`src/rtl/dma_burst_pkg.sv`:
```
package dma_burst_pkg;

  typedef enum logic [2:0] {
    ST_IDLE  = 3'd0,
    ST_REQ   = 3'd1,
    ST_READ  = 3'd2,
    ST_WRITE = 3'd3,
    ST_DEAD  = 3'd4
  } seq_state_t;

  localparam int unsigned NUM_PTRS = 2;
  localparam int unsigned PTR_SRC  = 0;
  localparam int unsigned PTR_DST  = 1;

endpackage

```
`src/rtl/dma_ptr_reg.sv`:
```
module dma_ptr_reg #(
  parameter int unsigned AW = 16
) (
  input  logic          clk,
  input  logic          rst_n,
  input  logic          load,
  input  logic [AW-1:0] load_val,
  input  logic          adv,
  input  logic          word,
  output logic [AW-1:0] ptr
);

  logic [AW-1:0] step;

  always_comb begin
    step = word ? AW'(2) : AW'(1);
  end

  always_ff @(posedge clk or negedge rst_n) begin
    if (!rst_n) begin
      ptr <= '0;
    end else if (load) begin
      ptr <= load_val;
    end else if (adv) begin
      ptr <= ptr + step;
    end
  end

endmodule

```
`src/rtl/dma_count_unit.sv`:
```
module dma_count_unit #(
  parameter int unsigned CW = 8
) (
  input  logic          clk,
  input  logic          rst_n,
  input  logic          load,
  input  logic [CW-1:0] load_val,
  input  logic          dec,
  output logic [CW-1:0] cnt,
  output logic          is_zero,
  output logic          is_last
);

  always_ff @(posedge clk or negedge rst_n) begin
    if (!rst_n) begin
      cnt <= '0;
    end else if (load) begin
      cnt <= load_val;
    end else if (dec && (cnt != '0)) begin
      cnt <= cnt - CW'(1);
    end
  end

  always_comb begin
    is_zero = (cnt == '0);
    is_last = (cnt == CW'(1));
  end

  a_r5_count_drops: assert property (@(posedge clk) disable iff (!rst_n)
    (dec && !load && !is_zero) |=> (cnt == $past(cnt) - CW'(1)))
    else $error("a_r5_count_drops");

endmodule

```
`src/rtl/dma_burst_fsm.sv`:
```
module dma_burst_fsm
  import dma_burst_pkg::*;
(
  input  logic       clk,
  input  logic       rst_n,
  input  logic       cfg_load,
  input  logic       en_set,
  input  logic       nmi,
  input  logic       hp_req,
  input  logic       bus_gnt,
  input  logic       mem_ready,
  input  logic       cnt_zero,
  input  logic       cnt_last,
  output seq_state_t state,
  output logic       load_ok,
  output logic       rd_fire,
  output logic       wr_fire,
  output logic       ch_enable,
  output logic       done,
  output logic       aborted
);

  seq_state_t nxt;
  logic       stop_evt;
  logic       final_evt;

  always_comb begin
    rd_fire   = (state == ST_READ)  && mem_ready;
    wr_fire   = (state == ST_WRITE) && mem_ready;
    final_evt = wr_fire && cnt_last;
    stop_evt  = wr_fire && !cnt_last && (!ch_enable || nmi);
    load_ok   = cfg_load && (state == ST_IDLE);
  end

  always_comb begin
    nxt = state;
    unique case (state)
      ST_IDLE:  if (ch_enable && !cnt_zero && !hp_req) nxt = ST_REQ;
      ST_REQ: begin
        if (!ch_enable)   nxt = ST_IDLE;
        else if (bus_gnt) nxt = ST_READ;
      end
      ST_READ:  if (mem_ready) nxt = ST_WRITE;
      ST_WRITE: begin
        if (final_evt)     nxt = ST_DEAD;
        else if (stop_evt) nxt = ST_IDLE;
        else if (wr_fire)  nxt = ST_READ;
      end
      ST_DEAD:  nxt = ST_IDLE;
      default:  nxt = ST_IDLE;
    endcase
  end

  always_ff @(posedge clk or negedge rst_n) begin
    if (!rst_n) begin
      state     <= ST_IDLE;
      ch_enable <= 1'b0;
      done      <= 1'b0;
      aborted   <= 1'b0;
    end else begin
      state <= nxt;
      done  <= (state == ST_DEAD);
      if (nmi)                    ch_enable <= 1'b0;
      else if (en_set)            ch_enable <= 1'b1;
      else if (state == ST_DEAD)  ch_enable <= 1'b0;
      if (stop_evt)               aborted <= 1'b1;
      else if (en_set || load_ok) aborted <= 1'b0;
    end
  end

  a_r8_nmi_clears_enable: assert property (@(posedge clk) disable iff (!rst_n)
    nmi |=> !ch_enable)
    else $error("a_r8_nmi_clears_enable");

  a_r6_dead_then_release: assert property (@(posedge clk) disable iff (!rst_n)
    (state == ST_DEAD) |=> (state == ST_IDLE) && done && !ch_enable)
    else $error("a_r6_dead_then_release");

  a_r6_done_single: assert property (@(posedge clk) disable iff (!rst_n)
    done |=> !done)
    else $error("a_r6_done_single");

  a_r9_stop_releases: assert property (@(posedge clk) disable iff (!rst_n)
    stop_evt |=> (state == ST_IDLE) && aborted)
    else $error("a_r9_stop_releases");

  a_r10_final_completes: assert property (@(posedge clk) disable iff (!rst_n)
    final_evt |=> (state == ST_DEAD))
    else $error("a_r10_final_completes");

  a_r4_next_unit: assert property (@(posedge clk) disable iff (!rst_n)
    (wr_fire && !cnt_last && ch_enable && !nmi) |=> (state == ST_READ))
    else $error("a_r4_next_unit");

endmodule

```
`src/rtl/dma_burst_seq.sv`:
```
module dma_burst_seq
  import dma_burst_pkg::*;
#(
  parameter int unsigned AW = 16,
  parameter int unsigned DW = 16,
  parameter int unsigned CW = 8
) (
  input  logic          clk,
  input  logic          rst_n,
  input  logic          cfg_load,
  input  logic [AW-1:0] cfg_src,
  input  logic [AW-1:0] cfg_dst,
  input  logic [CW-1:0] cfg_count,
  input  logic          cfg_word,
  input  logic          en_set,
  input  logic          nmi,
  input  logic          hp_req,
  output logic          hp_gnt,
  output logic          bus_req,
  input  logic          bus_gnt,
  output logic          mem_valid,
  input  logic          mem_ready,
  output logic          mem_we,
  output logic          mem_word,
  output logic [AW-1:0] mem_addr,
  output logic [DW-1:0] mem_wdata,
  input  logic [DW-1:0] mem_rdata,
  output logic          ch_enable,
  output logic          done,
  output logic          aborted
);

  seq_state_t    state;
  logic          load_ok, rd_fire, wr_fire;
  logic          cnt_zero, cnt_last;
  logic [CW-1:0] cnt;
  logic          size_word;
  logic [DW-1:0] data_buf;
  logic [AW-1:0] ptr_q   [NUM_PTRS];
  logic [AW-1:0] ptr_init[NUM_PTRS];

  always_comb begin
    ptr_init[PTR_SRC] = cfg_src;
    ptr_init[PTR_DST] = cfg_dst;
  end

  dma_burst_fsm i_fsm (
    .clk       (clk),
    .rst_n     (rst_n),
    .cfg_load  (cfg_load),
    .en_set    (en_set),
    .nmi       (nmi),
    .hp_req    (hp_req),
    .bus_gnt   (bus_gnt),
    .mem_ready (mem_ready),
    .cnt_zero  (cnt_zero),
    .cnt_last  (cnt_last),
    .state     (state),
    .load_ok   (load_ok),
    .rd_fire   (rd_fire),
    .wr_fire   (wr_fire),
    .ch_enable (ch_enable),
    .done      (done),
    .aborted   (aborted)
  );

  dma_count_unit #(.CW(CW)) i_count (
    .clk      (clk),
    .rst_n    (rst_n),
    .load     (load_ok),
    .load_val (cfg_count),
    .dec      (wr_fire),
    .cnt      (cnt),
    .is_zero  (cnt_zero),
    .is_last  (cnt_last)
  );

  for (genvar g = 0; g < NUM_PTRS; g++) begin : g_ptr
    dma_ptr_reg #(.AW(AW)) i_ptr (
      .clk      (clk),
      .rst_n    (rst_n),
      .load     (load_ok),
      .load_val (ptr_init[g]),
      .adv      (wr_fire),
      .word     (size_word),
      .ptr      (ptr_q[g])
    );
  end

  always_ff @(posedge clk or negedge rst_n) begin
    if (!rst_n) begin
      size_word <= 1'b0;
      data_buf  <= '0;
    end else begin
      if (load_ok) size_word <= cfg_word;
      if (rd_fire) data_buf  <= mem_rdata;
    end
  end

  always_comb begin
    bus_req   = (state != ST_IDLE);
    mem_valid = (state == ST_READ) || (state == ST_WRITE);
    mem_we    = (state == ST_WRITE);
    mem_word  = size_word;
    mem_addr  = mem_we ? ptr_q[PTR_DST] : ptr_q[PTR_SRC];
    mem_wdata = data_buf;
    hp_gnt    = hp_req && (state == ST_IDLE);
  end

  a_r3_hold_cycle: assert property (@(posedge clk) disable iff (!rst_n)
    (mem_valid && !mem_ready) |=> mem_valid && $stable(mem_addr) && $stable(mem_we)
                                  && $stable(mem_wdata))
    else $error("a_r3_hold_cycle");

  a_r7_hp_blocked: assert property (@(posedge clk) disable iff (!rst_n)
    bus_req |-> !hp_gnt)
    else $error("a_r7_hp_blocked");

  a_r2_no_cycle_on_request: assert property (@(posedge clk) disable iff (!rst_n)
    $rose(bus_req) |-> !mem_valid)
    else $error("a_r2_no_cycle_on_request");

  a_r12_load_ignored: assert property (@(posedge clk) disable iff (!rst_n)
    (cfg_load && bus_req && !wr_fire) |=> $stable(cnt))
    else $error("a_r12_load_ignored");

  a_r3_write_follows_read: assert property (@(posedge clk) disable iff (!rst_n)
    (mem_valid && !mem_we && mem_ready) |=> (mem_valid && mem_we))
    else $error("a_r3_write_follows_read");

endmodule

```
`config.mk`:
```
export PLATFORM = sky130hd
export DESIGN_NAME = dma_burst_seq
export DESIGN_NICKNAME = d
export VERILOG_FILES = /design/src/rtl/dma_burst_pkg.sv /design/src/rtl/dma_ptr_reg.sv /design/src/rtl/dma_count_unit.sv /design/src/rtl/dma_burst_fsm.sv /design/src/rtl/dma_burst_seq.sv
export SDC_FILE = /design/constraint.sdc
export NUM_CORES = 1
export LEC_CHECK = 0
export ABC_CLOCK_PERIOD_IN_PS = 2700
export BUFFER_PORTS_ARGS = -buffer_cell sky130_fd_sc_hd__buf_2
export CAP_MARGIN = 10
export CORE_UTILIZATION = 40
export CTS_BUF_LIST = sky130_fd_sc_hd__clkbuf_8 sky130_fd_sc_hd__clkbuf_16
export CTS_CLUSTER_SIZE = 10
export DETAILED_ROUTE_END_ITERATION = 7
export GPL_ROUTABILITY_DRIVEN = 0
export PLACE_DENSITY_LB_ADDON = 0.25
export SKIP_CTS_REPAIR_TIMING = 1
export SYNTH_ARGS = -nofsm -noshare
export SYNTH_HDL_FRONTEND = slang
export SYNTH_SLANG_ARGS = --single-unit
```
`constraint.sdc`:
```
create_clock -name clk -period 2.7 [get_ports clk]
set_input_delay 0 -clock clk [delete_from_list [all_inputs] [get_ports clk]]
set_output_delay 0 -clock clk [all_outputs]
set_load 0.01 [all_outputs]
```
# After elaboration in Yosys (flattened, before gate mapping)
# Cells that the tools add are included.
dict set report word_totals {
  latch_bits 0
  mem_count 0
  regBits 63
  out_inout_bits 40
  romBits 0
  ramBits 0
}
dict set report op_classes {
  multipliers 0
  n_mux 21
  n_addsub 3
  shifts 0
  bitwise_logic 0
  div 0
  n_eq_ne 9
  order_cmp 0
  reduce_logical 26
}
# cell count
set ops {}
lappend ops {{two-way mux 16 bit} 5}
lappend ops {{adder 16 bit} 2}
lappend ops {{two-way mux 3 bit} 7}
lappend ops {{two-way mux 8 bit} 2}
lappend ops {{case mux 3 bit (4 select lines)} 1}
lappend ops {{logical AND 1 bit} 10}
lappend ops {{equality test 8 x 1 -> 1 bit (second input constant)} 1}
lappend ops {{zero test 8 bit} 1}
lappend ops {{nonzero test 8 bit} 1}
lappend ops {{subtractor 8 x 1 -> 8 bit (second input constant)} 1}
lappend ops {{equality test 3 x 2 -> 1 bit (second input constant)} 2}
lappend ops {{nonzero test 2 bit} 3}
lappend ops {{nonzero test 3 bit} 2}
lappend ops {{two-way mux 1 bit} 5}
lappend ops {{zero test 1 bit} 4}
lappend ops {{inequality test 4 x 1 -> 1 bit (second input constant)} 1}
lappend ops {{AND reduction 4 bit} 1}
lappend ops {{equality test 3 x 1 -> 1 bit (second input constant)} 1}
lappend ops {{equality test 3 bit (second input constant)} 1}
lappend ops {{zero test 3 bit} 1}
lappend ops {{logical OR 1 bit} 3}
lappend ops {{inequality test 3 bit (second input constant)} 1}
lappend ops {{two-way mux 2 bit} 1}
lappend ops {{inequality test 2 x 1 -> 1 bit (second input constant)} 1}
lappend ops {{inequality test 2 bit (second input constant)} 1}

# Longest topological paths before layout
dict set report logic_depth {
  depth_word 7
  ltp_mapped 8
  mapped_depth_nobuf 8
}

# Hierarchy
# From an unflattened synthesis, not the netlist that was laid out.
dict set report hier_totals {
  hier_cells 377
  area_unflattened_um2 3809.9
}
# module area_per_inst_um2 cells_each n_inst
set by_module_without_submodules {}
lappend by_module_without_submodules {{dma_ptr_reg at g_ptr[1].i_ptr} 984.7 109 1}
lappend by_module_without_submodules {{dma_ptr_reg at g_ptr[0].i_ptr} 982.2 110 1}
lappend by_module_without_submodules {dma_burst_seq 898.4 59 1}
lappend by_module_without_submodules {dma_count_unit 589.3 65 1}
lappend by_module_without_submodules {dma_burst_fsm 355.3 34 1}

# Worst setup path after synthesis
# No wires, ideal clock.
dict set report synth_timing {
  path_kind {register -> register}
  start {register size_word, in the netlist mem_word}
  end {register g_ptr[1].i_ptr.ptr[12]}
  setup_ns 0.082
  arrival_time_ns 2.124
  n_path_buf 0
  synth_period_minus_slack_ns 2.206
  slack_ns 0.494
  path_stages_with_launch 9
  t_required_ns 2.618
  path_cell_list {dfrtp_1 > inv_1 > ha_1 > inv_1 > fa_1 > nor2b_1 > nand2_1 > or4b_1 > a31oi_1}
}
dict set report synth_between {
  elab_chain_len 4
}
# element line_no
set synth_rtl {}
lappend synth_rtl {{start, declared} dma_burst_seq.sv:37} ;# logic size_word;
lappend synth_rtl {{start signal, assigned} dma_burst_seq.sv:95} ;# if (load_ok) size_word <= cfg_word;
lappend synth_rtl {{two-way mux 2 bit} dma_ptr_reg.sv:16} ;# step = word ? AW'(2) : AW'(1);
lappend synth_rtl {{adder 16 bit} dma_ptr_reg.sv:25} ;# ptr <= ptr + step;
lappend synth_rtl {{two-way mux 16 bit} dma_ptr_reg.sv:24} ;# end else if (adv) begin
lappend synth_rtl {{two-way mux 16 bit} dma_ptr_reg.sv:22} ;# end else if (load) begin
lappend synth_rtl {{end signal, assigned} dma_ptr_reg.sv:23} ;# ptr <= load_val;
lappend synth_rtl {{end signal, assigned} dma_ptr_reg.sv:25}
lappend synth_rtl {{end, declared} dma_ptr_reg.sv:10} ;# output logic [AW-1:0] ptr
# No other way between the ends. The select of a mux whose other input is x is not followed.
# A chain may end at the register's enable or synchronous reset.

# Worst setup path in the final report
dict set report layout_timing {
  start {register i_fsm.state[0]}
  end {output mem_addr[1]}
}
dict set report layout_between {
  elab_chain_len 2
}
# element line_no
set layout_rtl {}
lappend layout_rtl {{start, declared} dma_burst_fsm.sv:14} ;# output seq_state_t state,
lappend layout_rtl {{start signal, assigned} dma_burst_fsm.sv:61} ;# state <= nxt;
lappend layout_rtl {{equality test 3 x 2 -> 1 bit} dma_burst_seq.sv:103} ;# mem_we = (state == ST_WRITE);
lappend layout_rtl {{two-way mux 16 bit} dma_burst_seq.sv:105} ;# mem_addr = mem_we ? ptr_q[PTR_DST] : ptr_q[PTR_SRC];
lappend layout_rtl {{end, declared} dma_burst_seq.sv:25} ;# output logic [AW-1:0] mem_addr,
# No other way between the ends.

==> results_dict.tcl <==
set metrics [dict create \
    status "completed" \
    rows 34 \
    crit_type "reg -> out" \
    synth.distinct_cells 55 \
    grt_pass1_wl_microns 14900 \
    firstDrtPassIters 4 \
    rrSetupSlack_ps 360 \
    cp.arrival_ps 2400 \
    tightest_slew_ps 879 \
    yosys_register_bits 63 \
    synth_edf_count 0 \
    yosysWarningCount 0 \
    synth_cells 393 \
    fp.coreArea_sq_mm 0.00889 \
    clkTransAtPathRegs_ps 70 \
    grt.met2_usage_pct 30.3 \
    p_total_mw 4.89 \
    root_buffer "clkbuf_8" \
    rsz0062_at_grt "no" \
    vdd_drop_max_mv 0.437 \
    die_x_microns 98.8 \
    drt_iter0_drc 158 \
    track_usage_pct 19.2 \
    multi_input_area_sq_mm 0.00202 \
    slew_headroom_pct 41.2 \
    synth_top_family_by_area "simple AND/OR/NAND/NOR gates" \
    leakage_nw 2.33 \
    vias 3488 \
    antenna_cells 0 \
    clock_latency_ps 340 \
    antenna_found_initial 0 \
    die_area_sq_mm 0.00976 \
    syn_area_per_cell_sq_um 9.53 \
    grt_use_met3_pct 3.19 \
    pin_count 105 \
    cts_inserted_buffers 9 \
    hold_violations 0 \
    seqCellArea_sq_mm 0.00158 \
    synthArstFlopShare_pct 100 \
    grt_pass1_vias 3142 \
    end_kind "primary output" \
    worst_path_max_delay_cell "nand3b_1" \
    timing.fmax_mhz 417 \
    start_kind "flop" \
    drive_gt1_share_pct 30.7 \
    clock_sinks 63 \
    layout.nets 630 \
    final_util_pct 58.6 \
    min_period_over_period_pct 88.9 \
    fin_setup_tns_ps 0 \
    crit_chain "nand3b_1, buf_4, o21ai_0, buf_2" \
    gr-total-overflow 0 \
    vias_per_cell 5.21 \
    slowest_delay_ps 720 \
    worstHoldPathType "in -> reg" \
    ys.flop_type "dfrtp_1" \
    cts_buffer_depth 2 \
    drc 0 \
    power_density_mw_per_mm2 939 \
    seq_area_frac_synth_pct 42.1 \
    synth_compound_area_share_pct 10.4 \
    hpwl_microns 6520 \
    mappedNetlistArea_sq_mm 0.00375 \
    skew_ps 10.0 \
    top_usage_layer "met2" \
    die_h_microns 98.8 \
    syn2layout_area_growth_pct 39.0 \
    antenna_left 0 \
    drv_slew 0 \
    wirelength_microns 9660 \
    io_buffers 104 \
    crit_fanout 16 \
    fin_crit_ps 2400 \
    setup_violations 0 \
    hold_ws_ps 115 \
    synth_nets 467 \
    initial_core_util_pct 42.1 \
    wl_per_cell_microns 14.4 \
    yosys.area_share.simple_pct 23.1 \
    gr-usage-met1_pct 26.3 \
    synth_fa_ha_area_share_pct 3.41 \
    synth_mux_area_share_pct 11.8 \
    nFillCells 768 \
    maxCapViolations 0 \
    grt_max_degree 64 \
    h-tree-depth 3 \
    worstPathRequired_ps 2700 \
    cts_tree "built" \
    synth_xor_area_share_pct 5.14 \
]
[per-layer routing]
metal / routed length [microns] / part of all wire [%] / up-vias
li1: - / - / 1722
met1: 4430 / 46 / 1650
met2: 4620 / 48 / 100
met3: 434 / 4.5 / 16
met4: 171 / 1.8 / 0
met5: 0 / 0 / -
[metrics by stage]
step / std cells / area, sq um / setup WS (ps)
after floorplan: 393 / 3750 / 494
after global placement: 592 / 4380 / 467
after detailed placement: 592 / 4380 / 399
after CTS: 608 / 4600 / 255
after global routing: 669 / 5210 / 82.3
final: 669 / 5210 / 300
[power by group]
| part | total [mW] | switching (mW) | internal [mW] | leakage (nW) |
|---|---|---|---|---|
| clock | 0.881 | 0.379 | 0.502 | 0.101 |
| combinational | 2.16 | 1.10 | 1.06 | 1.48 |
| sequential | 1.84 | 0.483 | 1.36 | 0.748 |
| total | 4.89 | 1.96 | 2.93 | 2.33 |
[worst paths after layout]
kind,start,cells past startpoint,endpoint
max,i_fsm.state[0],4,mem_addr[1]
min,mem_ready,4,i_fsm.state[1]
max reg2reg,mem_word,8,g_ptr[0].i_ptr.ptr[12]
min reg2reg,mem_wdata[15],1,mem_wdata[15]
max in group asynchronous,rst_n,3,g_ptr[1].i_ptr.ptr[9]
min in group asynchronous,rst_n,3,g_ptr[0].i_ptr.ptr[0]
[critical path: cells and delay by family (launching register included)]
family	cells	cell delay [ps]
and+or+nand+nor	1	720
DFF	1	630
buffers and inverters	2	560
AOI/OAI and AO/OA	1	150
[Yosys cell counts (all sizes together) (6+ instances only)]
cell type	count	area [sq um]
dfrtp	63	1580
nand2	52	195
mux2	33	372
o21ai	27	139
nor2	22	82.6
a21oi	14	70.1
inv	13	48.8
xnor2	13	114
buf	12	65.1
clkbuf	11	41.3
nand3	10	55.1
nand4	10	62.6
nor3	10	50.1
nor4	10	68.8
xor2	9	78.8
and2	8	50.1
ha	7	87.6
mux2i	7	70.1
a31oi	6	37.5
[cell families after synthesis]
| family | after synthesis |
|---|---|
| simple gates | 159 |
| compound gates | 64 |
| flops | 63 |
| mux | 40 |
| buf+inv | 36 |
| xor+xnor | 22 |
| fa+ha+maj | 9 |
[state kept, by name, indices dropped and copies added, names as in the netlist]
register	cells
g_ptr.i_ptr.ptr	32
mem_word	1
mem_wdata	16
i_fsm.aborted	1
i_fsm.state	3
i_fsm.done	1
i_fsm.ch_enable	1
i_count.cnt	8
[placed cells by master, fill, tap and decap left out, drive strengths merged, types with 3 or more instances in the layout]
cell type	count
buf	114
dfrtp	63
dlygate4sd3	61
nand2	52
mux2	33
o21ai	27
nor2	22
a21oi	14
inv	13
xnor2	13
clkbuf	12
nand4	10
nor3	10
nand3	10
nor4	10
xor2	9
and2	8
mux2i	7
ha	7
a31oi	6
nor2b	4
nor3b	4
and3	4
or4	4
nand2b	4
o211ai	4
or4b	3
a22oi	3
clkinvlp	3
[cell type report]
class | instances | area share (%)
Clock buffer | 12 | 3.17
Multi-Input combinational cell | 294 | 38.9
Inverter | 13 | 0.937
Timing Repair Buffer | 175 | 23.2
Tap cell | 108 | 2.59
Clock inverter | 4 | 1.01
Sequential cell | 63 | 30.3
(Power assumes the default switching activity.)
